### src/rtl/mdr_pkg.sv
package mdr_pkg;
  localparam int DEF_TICK_HZ = 1_200_000;
  localparam int DEF_SLOW_HZ = 8_000;
  localparam int DEF_FAST_HZ = 10_000;

  function automatic int ticks_per_bit(int tick_hz, int bit_hz);
    return tick_hz / bit_hz;
  endfunction
endpackage

### src/rtl/mdr_edge_det.sv
module mdr_edge_det (
  input  logic clk_i,
  input  logic rst_ni,
  input  logic tick_i,
  input  logic data_i,
  output logic edge_o
);
  logic prev_q, seen_q;

  always_ff @(posedge clk_i or negedge rst_ni) begin
    if (!rst_ni) begin
      prev_q <= 1'b0;
      seen_q <= 1'b0;
    end else if (tick_i) begin
      prev_q <= data_i;
      seen_q <= 1'b1;
    end
  end

  // first sample after reset has no predecessor
  assign edge_o = tick_i && seen_q && (data_i != prev_q);
endmodule

### src/rtl/mdr_dpll.sv
module mdr_dpll #(
  parameter int P_SLOW     = 150,
  parameter int P_FAST     = 120,
  parameter int WIDE_SHIFT = 1
) (
  input  logic clk_i,
  input  logic rst_ni,
  input  logic tick_i,
  input  logic rate_fast_i,
  input  logic narrow_i,
  input  logic edge_i,
  output logic rec_clk_o,
  output logic end_o
);
  localparam int P_MAX = (P_SLOW > P_FAST) ? P_SLOW : P_FAST;
  localparam int PH_W  = $clog2(P_MAX);
  localparam int SW    = PH_W + 2;
  localparam logic signed [SW-1:0] S_ONE = SW'(1);
  localparam logic signed [SW-1:0] S_RND = SW'((1 << WIDE_SHIFT) - 1);

  logic [PH_W-1:0] ph_q, ph_d, period, half, quarter;
  logic signed [SW-1:0] err, mag, step_mag, step, raw, per_s;

  assign period  = rate_fast_i ? PH_W'(P_FAST) : PH_W'(P_SLOW);
  assign half    = period >> 1;
  assign quarter = period >> 2;
  assign per_s   = $signed({2'b00, period});

  always_comb begin
    err = $signed({2'b00, ph_q}) - $signed({2'b00, half});
    mag = err[SW-1] ? -err : err;
    if (narrow_i)
      step_mag = (mag != '0 && mag < $signed({2'b00, quarter})) ? S_ONE : '0;
    else
      step_mag = (mag + S_RND) >>> WIDE_SHIFT;
    step = edge_i ? (err[SW-1] ? -step_mag : step_mag) : '0;
    raw  = $signed({2'b00, ph_q}) + S_ONE - step;
    if (raw >= per_s)     raw = raw - per_s;
    else if (raw < 0)     raw = raw + per_s;
    ph_d = raw[PH_W-1:0];
  end

  always_ff @(posedge clk_i or negedge rst_ni) begin
    if (!rst_ni)      ph_q <= '0;
    else if (tick_i)  ph_q <= ph_d;
  end

  assign rec_clk_o = (ph_q >= half);
  assign end_o     = tick_i && (ph_q >= period - PH_W'(1));

  AST_PHASE_RANGE: assert property (@(posedge clk_i) disable iff (!rst_ni)
    ph_q < PH_W'(P_MAX));
  AST_IDLE_HOLD: assert property (@(posedge clk_i) disable iff (!rst_ni)
    !tick_i |=> $stable(ph_q));
endmodule

### src/rtl/mdr_integrator.sv
module mdr_integrator #(
  parameter int ACC_W = 10
) (
  input  logic                    clk_i,
  input  logic                    rst_ni,
  input  logic                    tick_i,
  input  logic                    end_i,
  input  logic                    dec_i,
  input  logic signed [ACC_W-1:0] thresh_i,
  output logic                    bit_stb_o,
  output logic                    nrz_o
);
  localparam logic signed [ACC_W-1:0] S_UP = ACC_W'(1);
  localparam logic signed [ACC_W-1:0] S_DN = -S_UP;

  logic signed [ACC_W-1:0] acc_q, total;

  assign total = acc_q + (dec_i ? S_UP : S_DN);

  always_ff @(posedge clk_i or negedge rst_ni) begin
    if (!rst_ni) begin
      acc_q     <= '0;
      nrz_o     <= 1'b0;
      bit_stb_o <= 1'b0;
    end else begin
      bit_stb_o <= tick_i && end_i;
      if (tick_i) begin
        if (end_i) begin
          nrz_o <= (total > thresh_i);
          acc_q <= '0;
        end else begin
          acc_q <= total;
        end
      end
    end
  end

  AST_STB_PULSE: assert property (@(posedge clk_i) disable iff (!rst_ni)
    bit_stb_o |=> !bit_stb_o);
  AST_STB_NEEDS_TICK: assert property (@(posedge clk_i) disable iff (!rst_ni)
    bit_stb_o |-> $past(tick_i));
  AST_ACC_CLEARED: assert property (@(posedge clk_i) disable iff (!rst_ni)
    bit_stb_o |-> (acc_q == '0));
  AST_IDLE_ACC: assert property (@(posedge clk_i) disable iff (!rst_ni)
    !tick_i |=> ($stable(acc_q) && $stable(nrz_o)));
endmodule

### src/rtl/mdr_top.sv
module mdr_top
  import mdr_pkg::*;
#(
  parameter int TICK_HZ    = DEF_TICK_HZ,
  parameter int SLOW_HZ    = DEF_SLOW_HZ,
  parameter int FAST_HZ    = DEF_FAST_HZ,
  parameter int WIDE_SHIFT = 1,
  localparam int P_SLOW    = ticks_per_bit(TICK_HZ, SLOW_HZ),
  localparam int P_FAST    = ticks_per_bit(TICK_HZ, FAST_HZ),
  localparam int P_MAX     = (P_SLOW > P_FAST) ? P_SLOW : P_FAST,
  localparam int THR_W     = $clog2(P_MAX) + 2
) (
  input  logic                    clk_i,
  input  logic                    rst_ni,
  input  logic                    tick_i,
  input  logic                    data_i,
  input  logic                    rate_fast_i,
  input  logic                    narrow_i,
  input  logic signed [THR_W-1:0] thresh_i,
  output logic                    rec_clk_o,
  output logic                    bit_stb_o,
  output logic                    nrz_o
);
  logic edge_w, end_w, rclk_w, dec_w;

  mdr_edge_det u_edge (
    .clk_i  (clk_i),
    .rst_ni (rst_ni),
    .tick_i (tick_i),
    .data_i (data_i),
    .edge_o (edge_w)
  );

  mdr_dpll #(
    .P_SLOW     (P_SLOW),
    .P_FAST     (P_FAST),
    .WIDE_SHIFT (WIDE_SHIFT)
  ) u_dpll (
    .clk_i       (clk_i),
    .rst_ni      (rst_ni),
    .tick_i      (tick_i),
    .rate_fast_i (rate_fast_i),
    .narrow_i    (narrow_i),
    .edge_i      (edge_w),
    .rec_clk_o   (rclk_w),
    .end_o       (end_w)
  );

  assign dec_w = data_i ^ rclk_w;

  mdr_integrator #(.ACC_W(THR_W)) u_integ (
    .clk_i     (clk_i),
    .rst_ni    (rst_ni),
    .tick_i    (tick_i),
    .end_i     (end_w),
    .dec_i     (dec_w),
    .thresh_i  (thresh_i),
    .bit_stb_o (bit_stb_o),
    .nrz_o     (nrz_o)
  );

  assign rec_clk_o = rclk_w;
endmodule

### config.mk
export PLATFORM = sky130hd
export DESIGN_NAME = mdr_top
export DESIGN_NICKNAME = d
export VERILOG_FILES = /design/src/rtl/mdr_pkg.sv /design/src/rtl/mdr_edge_det.sv /design/src/rtl/mdr_dpll.sv /design/src/rtl/mdr_integrator.sv /design/src/rtl/mdr_top.sv
export SDC_FILE = /design/constraint.sdc
export NUM_CORES = 1
export LEC_CHECK = 0
export BUFFER_PORTS_ARGS = -buffer_cell sky130_fd_sc_hd__buf_2
export CAP_MARGIN = 5
export CORE_MARGIN = 2
export CORE_UTILIZATION = 43
export CTS_BUF_LIST = sky130_fd_sc_hd__clkbuf_2
export DETAILED_ROUTE_END_ITERATION = 16
export GPL_TIMING_DRIVEN = 1
export MAX_ROUTING_LAYER = met4
export SLEW_MARGIN = 0
export SYNTH_ARGS = -nofsm -noshare
export SYNTH_HDL_FRONTEND = slang
export SYNTH_SLANG_ARGS = --single-unit
export TNS_END_PERCENT = 10
### constraint.sdc
create_clock -name clk_i -period 9.8 [get_ports clk_i]
set_clock_uncertainty 0.05 [all_clocks]
set_input_delay 0.98 -clock clk_i [delete_from_list [all_inputs] [get_ports clk_i]]
set_output_delay 0.98 -clock clk_i [all_outputs]
set_load 0.01 [all_outputs]
==> results of run 1 <==
==> cell families (layout without fill, tap and decap cells) <==
group,Yosys count,count (layout),synth area share (%)
multiplexers,9,9,2.32
flip-flops,22,22,13.4
adder cells (fa/ha/maj),61,61,19.5
buffers and inverters,75,81,7.56
AO/OA/AOI/OAI,161,161,27.7
XOR/XNOR,41,41,9.11
AND/OR/NAND/NOR,157,157,20.4
==> repair_timing <==
action                     CTS  global route
resized for setup            0             1
buffers inserted             0             5
hold buffers                 0             0
setup endpoints to repair    0             1
==> worst max-delay path, delay by kind of cell <==
kind,cells,cell delay (ps)
and+or+nand+nor,8,1140
xor gates and xnor gates,1,270
AOI/OAI and AO/OA,16,3100
buffers and inverters,6,860
adders and majority gates,7,2590
==> cell usage after synthesis (all sizes together) (7+ instances only) <==
cell type  instances
o21a              10
nand2b             7
o21ai             38
nor2              31
xor2              16
a21oi             37
a21o               7
nand4              8
buf               10
xnor2             25
nand3             21
nor2b             12
dfrtp             22
ha                56
o21bai            16
and3               9
clkbuf            11
nor3               9
a31oi              9
inv               54
nand2             31
==> layer usage <==
| metal | up-vias | GRT usage [%] | wire length [um] |
|---|---|---|---|
| met5 | - | - | 0 |
| met2 | 59 | 35.6 | 4870 |
| met4 | 0 | 3.01 | 104 |
| met3 | 8 | 1.24 | 304 |
| li1 | 1910 | - | - |
| met1 | 1746 | 28.4 | 4850 |
==> final cells by class <==
class                      count  area, um2  area share [%]
clock buffer                   3       15.0           0.346
timing repair buffer          23        128            2.94
multi-input combinational    429       3250            74.8
inverter                      54        206            4.76
tap                          129        161            3.72
sequential                    22        551            12.7
clock inverter                 1       30.0           0.692
==> state kept, by name, summed over array words and instances, names as in the netlist <==
name and cells:
u_edge.seen_q 1, u_dpll.ph_q 8, u_edge.prev_q 1, u_integ.bit_stb_o 1, u_integ.acc_q 10, u_integ.nrz_o 1
==> worst max path at each step <==
stage	start	end
2_1_floorplan	rate_fast_i	u_dpll.ph_q[7]
3_3_place_gp	rate_fast_i	u_dpll.ph_q[7]
3_5_place_dp	rate_fast_i	u_dpll.ph_q[7]
4_1_cts	rate_fast_i	u_dpll.ph_q[7]
5_1_grt	rate_fast_i	u_dpll.ph_q[7]
6_report	rate_fast_i	u_dpll.ph_q[7]
==> per-stage QoR <==
stage	utilization [%]	cell area, um2	hold slack (ps)
6_report	46.9	4340	460
4_1_cts	46.5	4300	468
5_1_grt	46.9	4340	488
3_3_place_gp	46.0	4250	394
2_1_floorplan	-	4110	380
3_5_place_dp	46.0	4250	418
==> metrics, run 1 <==
most frequent cells in the layout=ha_1, inv_1, a21oi_1, o21ai_0; sequential area share after synthesis=13.4%; GRT Resource Usage Total=between 20% and 30%; core area=a little over 9000 um2; Die Width=roughly 100 um; DRC Markers=0; antenna violations before repair=0; HPWL Detailed=8060 um; max cap viols=0; # fillers=928; number of buffers created by CTS=3; wire per inst=approximately 15 um; Setup-failing EPs final=0; hold endpoint=u_edge.seen_q; RSZ-0062 raised after global routing=false; HP Start=u_edge.seen_q; max incr delay on CP=around 620 ps; Post-synth EDFFs=0; crit path kind=in2reg; Setup crit start kind=input pin; Die Footprint=10300 um2; setup TNS=0 ps; Worst setup EP type=flip-flop; antenna cells=0; Yosys top cell by area=ha_1; First-pass DRT Iterations=4; Clock Pin Slew Worst Setup and Hold Paths=230 ps; largest net degree at the start of global routing=38; FMAX=around 110 MHz; most common cell after layout, fill and taps aside=ha_1; dpl ws=350 ps; IO Port Bufs=18; fraction of registers with async set/reset=100%; Max Slew Vio Count=0; post-placement cell count=between 600 and 700; critical path peak fanout=15; worst slew pin tran=around 1000 ps; slowest CP cell=fa_1; initial DRC count=170; Most common cell on crit path=ha_1; area growth from synthesis to layout=5.61%; Sink Count=22; nets=610; vias in the first global route=approximately 3500; Ports=19; syn avg cell area=between 7 and 8 um2; Worst EP required=around 10000 ps; Die Ht=~100 um; Routed Antenna Nets=0; share of post-route cells with drive strength above 1=a little over a tenth; initial core utilization=between 40 and 50%; Root Driver=clkbuf_2; crit share post-route=between 80% and 90%; Reg2Reg Setup Slack=roughly 1600 ps; Clk Latency, worst-skew pair=340 ps; most used flip-flop cell after synthesis=dfrtp_1; global-route wire length before repair=approximately 17000 um; Yosys cell types=77; # rows=35; remaining global-route overflow=0; minimum clock period=between 8000 and 9000 ps; number of synthesized register bits=22; synthesized instance count=around 530; outcome=finished clean; H-tree depth=1; CTS tree=done; Synthesized Nets=about 600; routed vias=between 3000 and 4000; worst flop-to-flop path startpoint=u_dpll.ph_q[0]; leading post-synthesis cells by cell area=ha_1, dfrtp_1, xnor2_1; final wirelength=between 10000 and 15000 um; worst hold path cell count=1; r2r endpoint=u_dpll.ph_q[7]; Worst Hold Class=reg2reg; GP Congestion=roughly 0.96; Avg Vias per Cell=about 5.6; Arr. time, crit path=about 9000 ps; non-filler instance count after layout=around 660; min setup slack post-route=1050 ps; Ys Warns=0; Reg2Reg Depth=37; Final Hold Viols=0; Yosys top cell area share=17.1%; cell area after synthesis=~4100 um2; clock buffer depth=2; Slew HR=32.3%
Power of run 1 is not shown: default switching activity piles up to over one toggle a cycle in this logic, so the estimate is an artifact.
==> inputs of run 2 (changes only) <==
Settings changed: GPL_TIMING_DRIVEN 1 to 0.
Clock period 9.8 ns to 7.6 ns, I/O delays scaled along.
==> metrics, run 2 (same netlist as run 1, synthesis figures left out) <==
outcome=finished clean; routed vias=4029 (+8.2%); most frequent cells in the layout=inv_1, ha_1, o21ai_0; initial core utilization=44.4% (unchanged); Setup crit start kind=input pin; First-pass DRT Iterations=5 (+1); Clk Latency, worst-skew pair=330 ps (about the same); slowest CP cell=fa_2; Largest Register=u_integ.acc_q; FMAX=135 MHz; core area=9240 um2 (unchanged); Root Driver=clkbuf_2; fin area=4880 um2 (+13%); crit share post-route=97.6%; Final Hold Viols=0 (unchanged); Hold Worst Slack=292 ps (-168 ps); clock buffer depth=2 (unchanged); max reg flops=10 (unchanged); Clock Pin Slew Worst Setup and Hold Paths=230 ps (about the same); max incr delay on CP=570 ps (-50 ps); leading registers by flop count=u_integ.acc_q (10), u_dpll.ph_q (8); HPWL Detailed=8570 um (+6.3%); Arr. time, crit path=7610 ps (-1350 ps); most common cell after layout, fill and taps aside=inv_1; final wirelength=11100 um (+9.3%); nets=653 (+7.0%); initial DRC count=168 (-1.2%); Avg Vias per Cell=5.72 (+1.6%); vias in the first global route=3945 (+12%); Slew HR=36.8% (+4.5 points); DRC Markers=0 (unchanged); remaining global-route overflow=0 (unchanged); GRT Resource Usage Total=22.5% (+1.4 points); Ports=19 (unchanged); number of buffers created by CTS=3 (unchanged); Worst setup EP type=flip-flop; worst slew pin tran=944 ps (-67.8 ps); Die Footprint=10300 um2 (unchanged); H-tree depth=1 (unchanged); Worst Hold Class=in2async; antenna cells=0 (unchanged); Routed Antenna Nets=0 (unchanged); CTS tree=done; area growth from synthesis to layout=19.0%; Setup-failing EPs final=0 (unchanged); wire per inst=15.7 um (+2.6%); Max Slew Vio Count=0 (unchanged); antenna violations before repair=0 (unchanged); minimum clock period=7410 ps; Sink Count=22 (unchanged); GP Congestion=0.878 (-8.4%); Die Width=102 um (unchanged); max cap viols=0 (unchanged); # fillers=878 (-5.4%); Die Ht=102 um (unchanged); global-route wire length before repair=18500 um (+7.5%); Worst EP required=7800 ps (-2210 ps); share of post-route cells with drive strength above 1=22.4% (+12 points); critical path peak fanout=11 (-4); # rows=35 (unchanged); largest net degree at the start of global routing=23 (-39%); hold buffer count at cts=0 (unchanged); crit path kind=in2reg; IO Port Bufs=17 (-1); DP Area=4380 um2 (+3.1%); Final Util=52.9% (+5.9 points)
==> run 2: final cells by class <==
class	instances	area [um2]	share of cell area, %
Clock buffer	3	15.0	0.307
Clock inverter	1	30.0	0.615
Timing Repair Buffer	46	322	6.58
Buffer	20	110	2.25
Inverter	54	206	4.23
Tap cell	129	161	3.30
Sequential cell	22	552	11.3
Multi-Input combinational cell	429	3490	71.4
==> run 2: final timing paths <==
check,startpoint,end,slack [ps],depth (start not counted)
worst max-delay path,rate_fast_i,u_dpll.ph_q[7],190,38
worst min-delay path,rst_ni,u_integ.nrz_o,290,1
worst max register to register,u_dpll.ph_q[0],u_dpll.ph_q[7],330,37
worst min register to register,u_edge.seen_q,u_edge.seen_q,450,1
max in group asynchronous,rst_ni,u_dpll.ph_q[0],6850,1
min in group clk_i,u_edge.seen_q,u_edge.seen_q,450,1
==> run 2: stage by stage <==
step / cells / TNS, ps / worst slack (ps)
5_1_grt: 704 / -74.2 / -50.7
2_1_floorplan: 526 / 0 / 24.5
3_5_place_dp: 672 / -9730 / -1600
3_3_place_gp: 672 / -8890 / -1490
4_1_cts: 690 / 0 / 18.4
6_report: 704 / 0 / 186
==> run 2: layer usage <==
layer  track usage [%]  up-vias  part of all wire, %
met1              28.8     1949                   47
met2              38.6       74                   49
met5                 -        -                    0
met3              1.38       14                  2.4
met4              5.61        0                  1.4
li1                  -     1992                    -
==> run 2: repair_timing <==
action,in CTS,in global routing
resized for setup,19,37
hold endpoints to repair,0,0
pin swaps,10,26
setup buffers,15,14
endpoints found under the setup margin,7,7
==> run 2: critical path, delay by kind of cell <==
family | cells | cell delay (ps)
AO/OA/AOI/OAI | 14 | 2350
AND/OR/NAND/NOR | 9 | 1560
adder cells (fa/ha/maj) | 7 | 1950
XOR/XNOR | 2 | 340
buffers and inverters | 6 | 630
Power of run 2 is left out for the same reason.
